**src/rtl/tmo_pkg.sv**
```systemverilog
package tmo_pkg;

  localparam int unsigned DFLT_BIT = 7;
  localparam int unsigned MODE_LO  = 10;
  localparam int unsigned TGL_BIT  = 12;
  localparam int unsigned DIR_BIT  = 14;
  localparam int unsigned MIN_CTRL_W = DIR_BIT + 1;

  typedef enum logic [1:0] {
    TRIG_NONE  = 2'd0,
    TRIG_OVF   = 2'd1,
    TRIG_BOTH  = 2'd2,
    TRIG_RSVD  = 2'd3
  } trig_mode_e;

  typedef struct packed {
    logic       dir_in;
    logic       toggle;
    trig_mode_e mode;
    logic       dflt;
  } pin_cfg_t;

  // Qualifying event for a mode: the arithmetic of which strobes count.
  function automatic logic event_hits(trig_mode_e m, logic ovf, logic mat);
    case (m)
      TRIG_OVF:  return ovf;
      TRIG_BOTH: return ovf | mat;
      default:   return 1'b0;
    endcase
  endfunction

  function automatic logic mode_active(trig_mode_e m);
    return (m == TRIG_OVF) || (m == TRIG_BOTH);
  endfunction

endpackage

```
**src/rtl/tmo_cfg_decode.sv**
```systemverilog
module tmo_cfg_decode
  import tmo_pkg::*;
#(
  parameter int unsigned CTRL_W = 16
) (
  input  logic [CTRL_W-1:0] ctrl_word,
  output pin_cfg_t          cfg
);

  localparam int unsigned MODE_HI = MODE_LO + 1;

  if (CTRL_W < MIN_CTRL_W) begin : g_bad_width
    initial $error("tmo_cfg_decode: CTRL_W too small");
  end

  logic [CTRL_W-1:0] unused_bits;

  always_comb begin
    cfg.dflt   = ctrl_word[DFLT_BIT];
    cfg.mode   = trig_mode_e'(ctrl_word[MODE_HI:MODE_LO]);
    cfg.toggle = ctrl_word[TGL_BIT];
    cfg.dir_in = ctrl_word[DIR_BIT];
    unused_bits = ctrl_word;
  end

endmodule

```
**src/rtl/tmo_event_qual.sv**
```systemverilog
module tmo_event_qual
  import tmo_pkg::*;
(
  input  logic       clk,
  input  logic       rst_n,
  input  trig_mode_e mode,
  input  logic       ovf_evt,
  input  logic       match_evt,
  output logic       trig_active,
  output logic       ev_hit
);

  always_comb begin
    trig_active = mode_active(mode);
    ev_hit      = event_hits(mode, ovf_evt, match_evt);
  end

  // a lone match does nothing in overflow-only mode
  p_match_ignored_r5: assert property (@(posedge clk) disable iff (!rst_n)
    (mode == TRIG_OVF && !ovf_evt) |-> !ev_hit);

  // inactive modes never qualify
  p_none_no_hit_r3: assert property (@(posedge clk) disable iff (!rst_n)
    !trig_active |-> !ev_hit);

endmodule

```
**src/rtl/tmo_level_reg.sv**
```systemverilog
module tmo_level_reg
  import tmo_pkg::*;
(
  input  logic     clk,
  input  logic     rst_n,
  input  pin_cfg_t cfg,
  input  logic     run,
  input  logic     trig_active,
  input  logic     ev_hit,
  output logic     lvl_q
);

  logic hold_in, rest, flip, pulse_on;
  logic lvl_d;

  always_comb begin
    hold_in  = cfg.dir_in;
    rest     = !cfg.dir_in && (!run || !trig_active);
    flip     = !hold_in && !rest && cfg.toggle && ev_hit;
    pulse_on = !hold_in && !rest && !cfg.toggle && ev_hit;
    if (hold_in)             lvl_d = lvl_q;
    else if (rest)           lvl_d = cfg.dflt;
    else if (flip)           lvl_d = ~lvl_q;
    else if (pulse_on)       lvl_d = ~cfg.dflt;
    else if (!cfg.toggle)    lvl_d = cfg.dflt;
    else                     lvl_d = lvl_q;
  end

  always_ff @(posedge clk or negedge rst_n) begin
    if (!rst_n) lvl_q <= 1'b0;
    else        lvl_q <= lvl_d;
  end

  // input direction freezes the level
  p_hold_input_r9: assert property (@(posedge clk) disable iff (!rst_n)
    cfg.dir_in |=> $stable(lvl_q));

  // stopped timer rests at default
  p_stop_default_r4: assert property (@(posedge clk) disable iff (!rst_n)
    (!cfg.dir_in && !run) |=> (lvl_q == $past(cfg.dflt)));

  // no trigger rests at default
  p_idle_default_r3: assert property (@(posedge clk) disable iff (!rst_n)
    (!cfg.dir_in && !trig_active) |=> (lvl_q == $past(cfg.dflt)));

  // toggle flips on a hit
  p_toggle_flip_r7: assert property (@(posedge clk) disable iff (!rst_n)
    (!cfg.dir_in && run && trig_active && cfg.toggle && ev_hit)
      |=> (lvl_q != $past(lvl_q)));

  // pulse takes the inverse of default
  p_pulse_level_r8: assert property (@(posedge clk) disable iff (!rst_n)
    (!cfg.dir_in && run && trig_active && !cfg.toggle && ev_hit)
      |=> (lvl_q == !$past(cfg.dflt)));

endmodule

```
**src/rtl/tmo_pin_gen.sv**
```systemverilog
module tmo_pin_gen
  import tmo_pkg::*;
#(
  parameter int unsigned CTRL_W = 16
) (
  input  logic              clk,
  input  logic              rst_n,
  input  logic [CTRL_W-1:0] ctrl_word,
  input  logic              timer_run,
  input  logic              ovf_evt,
  input  logic              match_evt,
  output logic              pin_out,
  output logic              pin_oe
);

  pin_cfg_t cfg;
  logic     trig_active;
  logic     ev_hit;
  logic     lvl_q;

  tmo_cfg_decode #(.CTRL_W(CTRL_W)) u_dec (
    .ctrl_word (ctrl_word),
    .cfg       (cfg)
  );

  tmo_event_qual u_qual (
    .clk         (clk),
    .rst_n       (rst_n),
    .mode        (cfg.mode),
    .ovf_evt     (ovf_evt),
    .match_evt   (match_evt),
    .trig_active (trig_active),
    .ev_hit      (ev_hit)
  );

  tmo_level_reg u_lvl (
    .clk         (clk),
    .rst_n       (rst_n),
    .cfg         (cfg),
    .run         (timer_run),
    .trig_active (trig_active),
    .ev_hit      (ev_hit),
    .lvl_q       (lvl_q)
  );

  assign pin_out = lvl_q;
  assign pin_oe  = ~cfg.dir_in;

  // output low right out of reset
  p_reset_low_r1: assert property (@(posedge clk)
    !rst_n |=> !pin_out);

endmodule

```
**config.mk**
```make
export PLATFORM = sky130hd
export DESIGN_NAME = tmo_pin_gen
export DESIGN_NICKNAME = d
export VERILOG_FILES = /design/src/rtl/tmo_pkg.sv /design/src/rtl/tmo_cfg_decode.sv /design/src/rtl/tmo_event_qual.sv /design/src/rtl/tmo_level_reg.sv /design/src/rtl/tmo_pin_gen.sv
export SDC_FILE = /design/constraint.sdc
export NUM_CORES = 1
export LEC_CHECK = 0
export BUFFER_PORTS_ARGS = -buffer_cell sky130_fd_sc_hd__buf_2
export CAP_MARGIN = 10
export CORE_AREA = 3 3 40 42
export DETAILED_ROUTE_END_ITERATION = 16
export DIE_AREA = 0 0 43 45
export GPL_TIMING_DRIVEN = 0
export PLACE_DENSITY_LB_ADDON = 0.12
export SYNTH_ARGS = -nofsm -noshare
export SYNTH_HDL_FRONTEND = slang
export SYNTH_SLANG_ARGS = --single-unit
```
**constraint.sdc**
```tcl
create_clock -name clk -period 1.3 [get_ports clk]
set_input_delay 0.065 -clock clk [delete_from_list [all_inputs] [get_ports clk]]
set_output_delay 0.065 -clock clk [all_outputs]
set_load 0.01 [all_outputs]
```
==> flow_summary.json, run 1 <==
{
  "drive_gt1_frac": 0.400,
  "crit_family": "compound AO/OA/AOI/OAI gates",
  "initial_utilization": 0.148,
  "synth_seq_area_share": 0.132,
  "routed_via_density": 4.16,
  "status": "finished clean",
  "synth_seq_cells": 1,
  "max_stage_delay_ns": 0.23,
  "yosysUniqueCellTypes": 16,
  "fmax_mhz": 856,
  "syn_inst": 23,
  "wl_met2_microns": 175,
  "first_pass_iters": 2,
  "design.core.area_sq_um": 1280,
  "start_kind": "input pin",
  "die_area_sq_um": 1940,
  "relSlewSlack": 0.844,
  "layout_setup_ws_ns": 0.132,
  "r2r-end": "u_lvl.lvl_q",
  "timing.setup.tns_ns": 0,
  "antenna_left": 0,
  "cp_data_required_time_ns": 1.17,
  "yosysWarnings": 0,
  "cp_data_arrival_time_ns": 1.04,
  "highest_layer": "met3",
  "worst-path-max-fanout": 3,
  "place_area_sq_um": 264,
  "syn_avg_cell_area_sq_um": 8.27,
  "drv_cap": 0,
  "top_regs": "u_lvl.lvl_q (1)",
  "grt_max_degree": 5,
  "clkLatencyLatePin_ns": 0,
  "path_class": "input pin to flip-flop",
  "final_cell_mix": "buf_2 (11), inv_1 (5), nor2b_1 (2), nor2_1 (2)",
  "syn-num-nets": 46,
  "crit_end": "u_lvl.lvl_q",
  "whs_ns": 0.277,
  "syn_area_sq_um": 190,
  "grt_pass1_vias": 187,
  "cts_setup_buffers": 0,
  "fin_cells": 50,
  "setup_viol": 0,
  "ir_worst_vdd_mv": 0.0920,
  "ios": 23,
  "reg2regPathDepth": 4,
  "leakage_nw": 0.128,
  "reg2reg_from": "u_lvl.lvl_q",
  "hold_path_class": "input pin to flip-flop",
  "crit_slowest_cell": "o311ai_1",
  "largest_reg_flops": 1,
  "drcViolationCount": 0,
  "power_mw": 0.123,
  "preCtsSetupSlack_ns": 0.0695,
  "fin_crit_ns": 1.17,
  "clk_pin_slew_ns": 0,
  "period_share": 0.898,
  "gp_congestion": 0.674,
  "finalHoldViolations": 0,
  "antenna_found_initial": 0,
  "worstSetupStartpoint": "ctrl_word[11]",
  "grt_use_total": 0.0473,
  "fp.dieH_microns": 45,
  "mostFrequentLayoutCell": "buf_2",
  "r2r_slack_ns": 0.27,
  "fin_util": 0.223,
  "num_vias": 208,
  "cp.depth": 7,
  "wl_met1_microns": 235,
  "skew_ns": 0,
  "rows": 13,
  "post-place-cells": 49,
  "cp-end-kind": "flip-flop",
  "worst_pin_slew_ns": 0.231,
  "path_cells": "buf_2 -> inv_1 -> ha_1 -> and2_2 -> o311ai_1 -> o2bb2ai_1 -> a31oi_1",
  "powerDensity_nw_per_um2": 430,
  "finalWirelength_microns": 477,
  "maxSlewViolCount": 0,
  "port_buffers": 11,
  "grt_pass1_wl_microns": 765,
  "dpl.hpwl_microns": 419,
  "die_w_microns": 43,
  "grt_overflow_total": 0,
  "largest-register": "u_lvl.lvl_q",
  "rsz0062_at_grt": "false",
  "syn_to_final_growth_pct": 50.7,
  "num_antenna_cells": 0,
  "dr_wl_met3_microns": 65,
  "wl_per_cell_microns": 9.54,
  "final_cell_area_sq_um": 287,
  "path_buf_inv": 2,
  "nNetsFinal": 60,
  "drt_iter0_drc": 5
}
-- routing by layer --
metal  vias up  track usage
li1        110            -
met1        89       0.0694
met2         9       0.0719
met5         -            0
met4         0            0
met3         0       0.0159
-- cell usage after synthesis --
library cell / count / area (sq um)
inv_1: 5 / 18.8
ha_1: 2 / 25.0
nor2_1: 2 / 7.51
nor2b_1: 2 / 12.5
a31oi_1: 1 / 6.26
and2_2: 1 / 7.51
dfrtp_1: 1 / 25.0
nand3_1: 1 / 5.00
nand3b_1: 1 / 7.51
nor3b_1: 1 / 7.51
o2111ai_1: 1 / 8.76
o211ai_1: 1 / 7.51
o21a_1: 1 / 7.51
o2bb2ai_1: 1 / 8.76
o311ai_1: 1 / 8.76
o311ai_4: 1 / 26.3
-- cell families after synthesis --
logic type               share of synthesized area
AO/OA/AOI/OAI                                0.388
adder cells (fa/ha/maj)                      0.132
buffers and inverters                       0.0987
flip-flops                                   0.132
AND/OR/NAND/NOR                              0.250
-- cell type report --
cell class / count / area, sq um
flip-flops and latches: 1 / 25.0
well taps: 15 / 18.8
repair buffers: 12 / 65.1
inverters: 5 / 18.8
fillers: 153 / 998
multi-input cells: 17 / 159
-- report_power, final --
part	leakage, nW	switching (mW)	total, mW	internal, mW
registers	0.0112	0.00451	0.0406	0.0361
clock network	0	0	0	0
logic	0.117	0.0403	0.0825	0.0422
total	0.128	0.0448	0.123	0.0783
-- worst reg2reg max path: stages, from the launching register on --
cell,delay [ns]
dfrtp_1,0.38
nor2b_1,0.21
o311ai_4,0.11
nand3_1,0.10
a31oi_1,0.08
-- worst min path at each step --
stage / start / endpoint / slack (ns) / cells after the start
3_5_place_dp: rst_n / u_lvl.lvl_q / -0.16 / 1
6_report: timer_run / u_lvl.lvl_q / 0.28 / 2
4_1_cts: timer_run / u_lvl.lvl_q / 0.28 / 2
2_1_floorplan: rst_n / u_lvl.lvl_q / -0.23 / 0
3_3_place_gp: rst_n / u_lvl.lvl_q / -0.16 / 1
5_1_grt: timer_run / u_lvl.lvl_q / 0.30 / 2
-- timing repair --
| action | 4_1_cts | 5_1_grt |
|---|---|---|
| resized for setup | 0 | 1 |
| hold buffers | 1 | 0 |
| hold endpoints to repair | 1 | 0 |
| endpoints found under the setup margin | 0 | 1 |
Power figures use the tool's default switching activity.
==> run 2, diff against run 1 <==
CORE_AREA = 2 2 39 41   (was 3 3 40 42)
DIE_AREA = 0 0 41 43   (was 0 0 43 45)
RECOVER_POWER = 25   (was not set)
==> flow_summary.json, run 2 (same netlist as run 1, synthesis figures left out) <==
{
  "status": "finished clean",
  "cp-end-kind": "flip-flop",
  "mostFrequentLayoutCell": "buf_2",
  "timing.setup.tns_ns": 0,
  "syn_to_final_growth_pct": 44.1,
  "grt_use_total": 0.0530,
  "ir_worst_vdd_mv": 0.0805,
  "power.share.sequential": 0.347,
  "grt_pass1_vias": 196,
  "cts_hold_buf": 1,
  "routed_via_density": 4.18,
  "top_regs": "u_lvl.lvl_q (1)",
  "place_area_sq_um": 265,
  "rows": 14,
  "fin_crit_ns": 1.20,
  "p_sw_frac": 0.376,
  "hold_path_class": "input pin to flip-flop",
  "largest_reg_flops": 1,
  "grt_pass1_wl_microns": 717,
  "final_cell_mix": "buf_2 (10), inv_1 (5), nor2b_1 (2), nor2_1 (2), ha_1 (2)",
  "first_pass_iters": 2,
  "maxSlewViolCount": 0,
  "grt_max_degree": 5,
  "fmax_mhz": 834,
  "start_kind": "input pin",
  "leakage_nw": 0.126,
  "drt_iter0_drc": 5,
  "cp_data_arrival_time_ns": 1.12,
  "cts_resized": 0,
  "p_int_mw": 0.0736,
  "setup_viol": 0,
  "finalHoldViolations": 0,
  "skew_ns": 0,
  "design.core.area_sq_um": 1380,
  "antenna_found_initial": 0,
  "fin_util": 0.198,
  "ios": 23,
  "cp_data_required_time_ns": 1.22,
  "antenna_left": 0,
  "powerDensity_nw_per_um2": 430,
  "drcViolationCount": 0,
  "clkLatencyLatePin_ns": 0,
  "clk_pin_slew_ns": 0,
  "cts_setup_buffers": 0,
  "largest-register": "u_lvl.lvl_q",
  "die_area_sq_um": 1760,
  "worst_pin_slew_ns": 0.238,
  "port_buffers": 11,
  "nNetsFinal": 60,
  "p_clk_frac": 0,
  "rsz0062_at_grt": "false",
  "worst-path-max-fanout": 3,
  "p_switching_mw": 0.0443,
  "path_class": "input pin to flip-flop",
  "combPwrFrac": 0.653,
  "drv_cap": 0,
  "finalWirelength_microns": 476,
  "gp_congestion": 0.633,
  "num_vias": 213,
  "num_antenna_cells": 0,
  "fp.dieH_microns": 43,
  "whs_ns": 0.275,
  "grt_overflow_total": 0,
  "initial_utilization": 0.137,
  "dpl.hpwl_microns": 429,
  "relSlewSlack": 0.839,
  "final_cell_area_sq_um": 274,
  "period_share": 0.922,
  "drive_gt1_frac": 0.343,
  "wl_per_cell_microns": 9.33,
  "die_w_microns": 41
}
run 2: final timing paths:
path	start	end	slack, ns	cells after the start
max reg2reg	u_lvl.lvl_q	u_lvl.lvl_q	0.28	4
min	timer_run	u_lvl.lvl_q	0.27	2
max in group asynchronous	rst_n	u_lvl.lvl_q	0.84	2
max	ctrl_word[10]	u_lvl.lvl_q	0.10	7
min reg2reg	u_lvl.lvl_q	u_lvl.lvl_q	0.63	2
min in group asynchronous	rst_n	u_lvl.lvl_q	0.38	2
run 2: final cells by class:
type / instances / area [sq um]
Fill cell: 152 / 1110
Multi-Input combinational cell: 17 / 146
Timing Repair Buffer: 12 / 63.8
Sequential cell: 1 / 25.0
Tap cell: 16 / 20.0
Inverter: 5 / 18.8
run 2: layer usage:
| metal | part of all wire | GRT usage | vias to the layer above |
|---|---|---|---|
| met2 | 0.41 | 0.0906 | 10 |
| li1 | - | - | 108 |
| met4 | 0 | 0 | 0 |
| met3 | 0.099 | 0 | 0 |
| met1 | 0.49 | 0.0762 | 95 |
| met5 | 0 | 0 | - |
run 2: critical path, stage by stage:
cell	delay, ns
buf_2	0.09
inv_1	0.04
ha_1	0.34
nand3b_1	0.22
o311ai_4	0.10
nand3_1	0.11
a31oi_1	0.16
run 2: power by group through the flow:
| stage | Sequential (mW) | Combinational, mW | Clock, mW |
|---|---|---|---|
| CTS | 0.0407 | 0.0780 | 0 |
| floorplan | 0.0418 | 0.0422 | 0 |
| global route | 0.0415 | 0.0848 | 0 |
| global placement | 0.0404 | 0.0749 | 0 |
| finish | 0.0409 | 0.0769 | 0 |
| detailed placement | 0.0407 | 0.0753 | 0 |
run 2: per-stage QoR:
step | cells | setup WS, ns | power, mW
after floorplan | 23 | 0.260 | 0.0840
after global placement | 50 | 0.0907 | 0.115
after detailed placement | 50 | 0.0870 | 0.116
after CTS | 51 | 0.0884 | 0.119
after global routing | 51 | 0.0191 | 0.126
final | 51 | 0.101 | 0.118
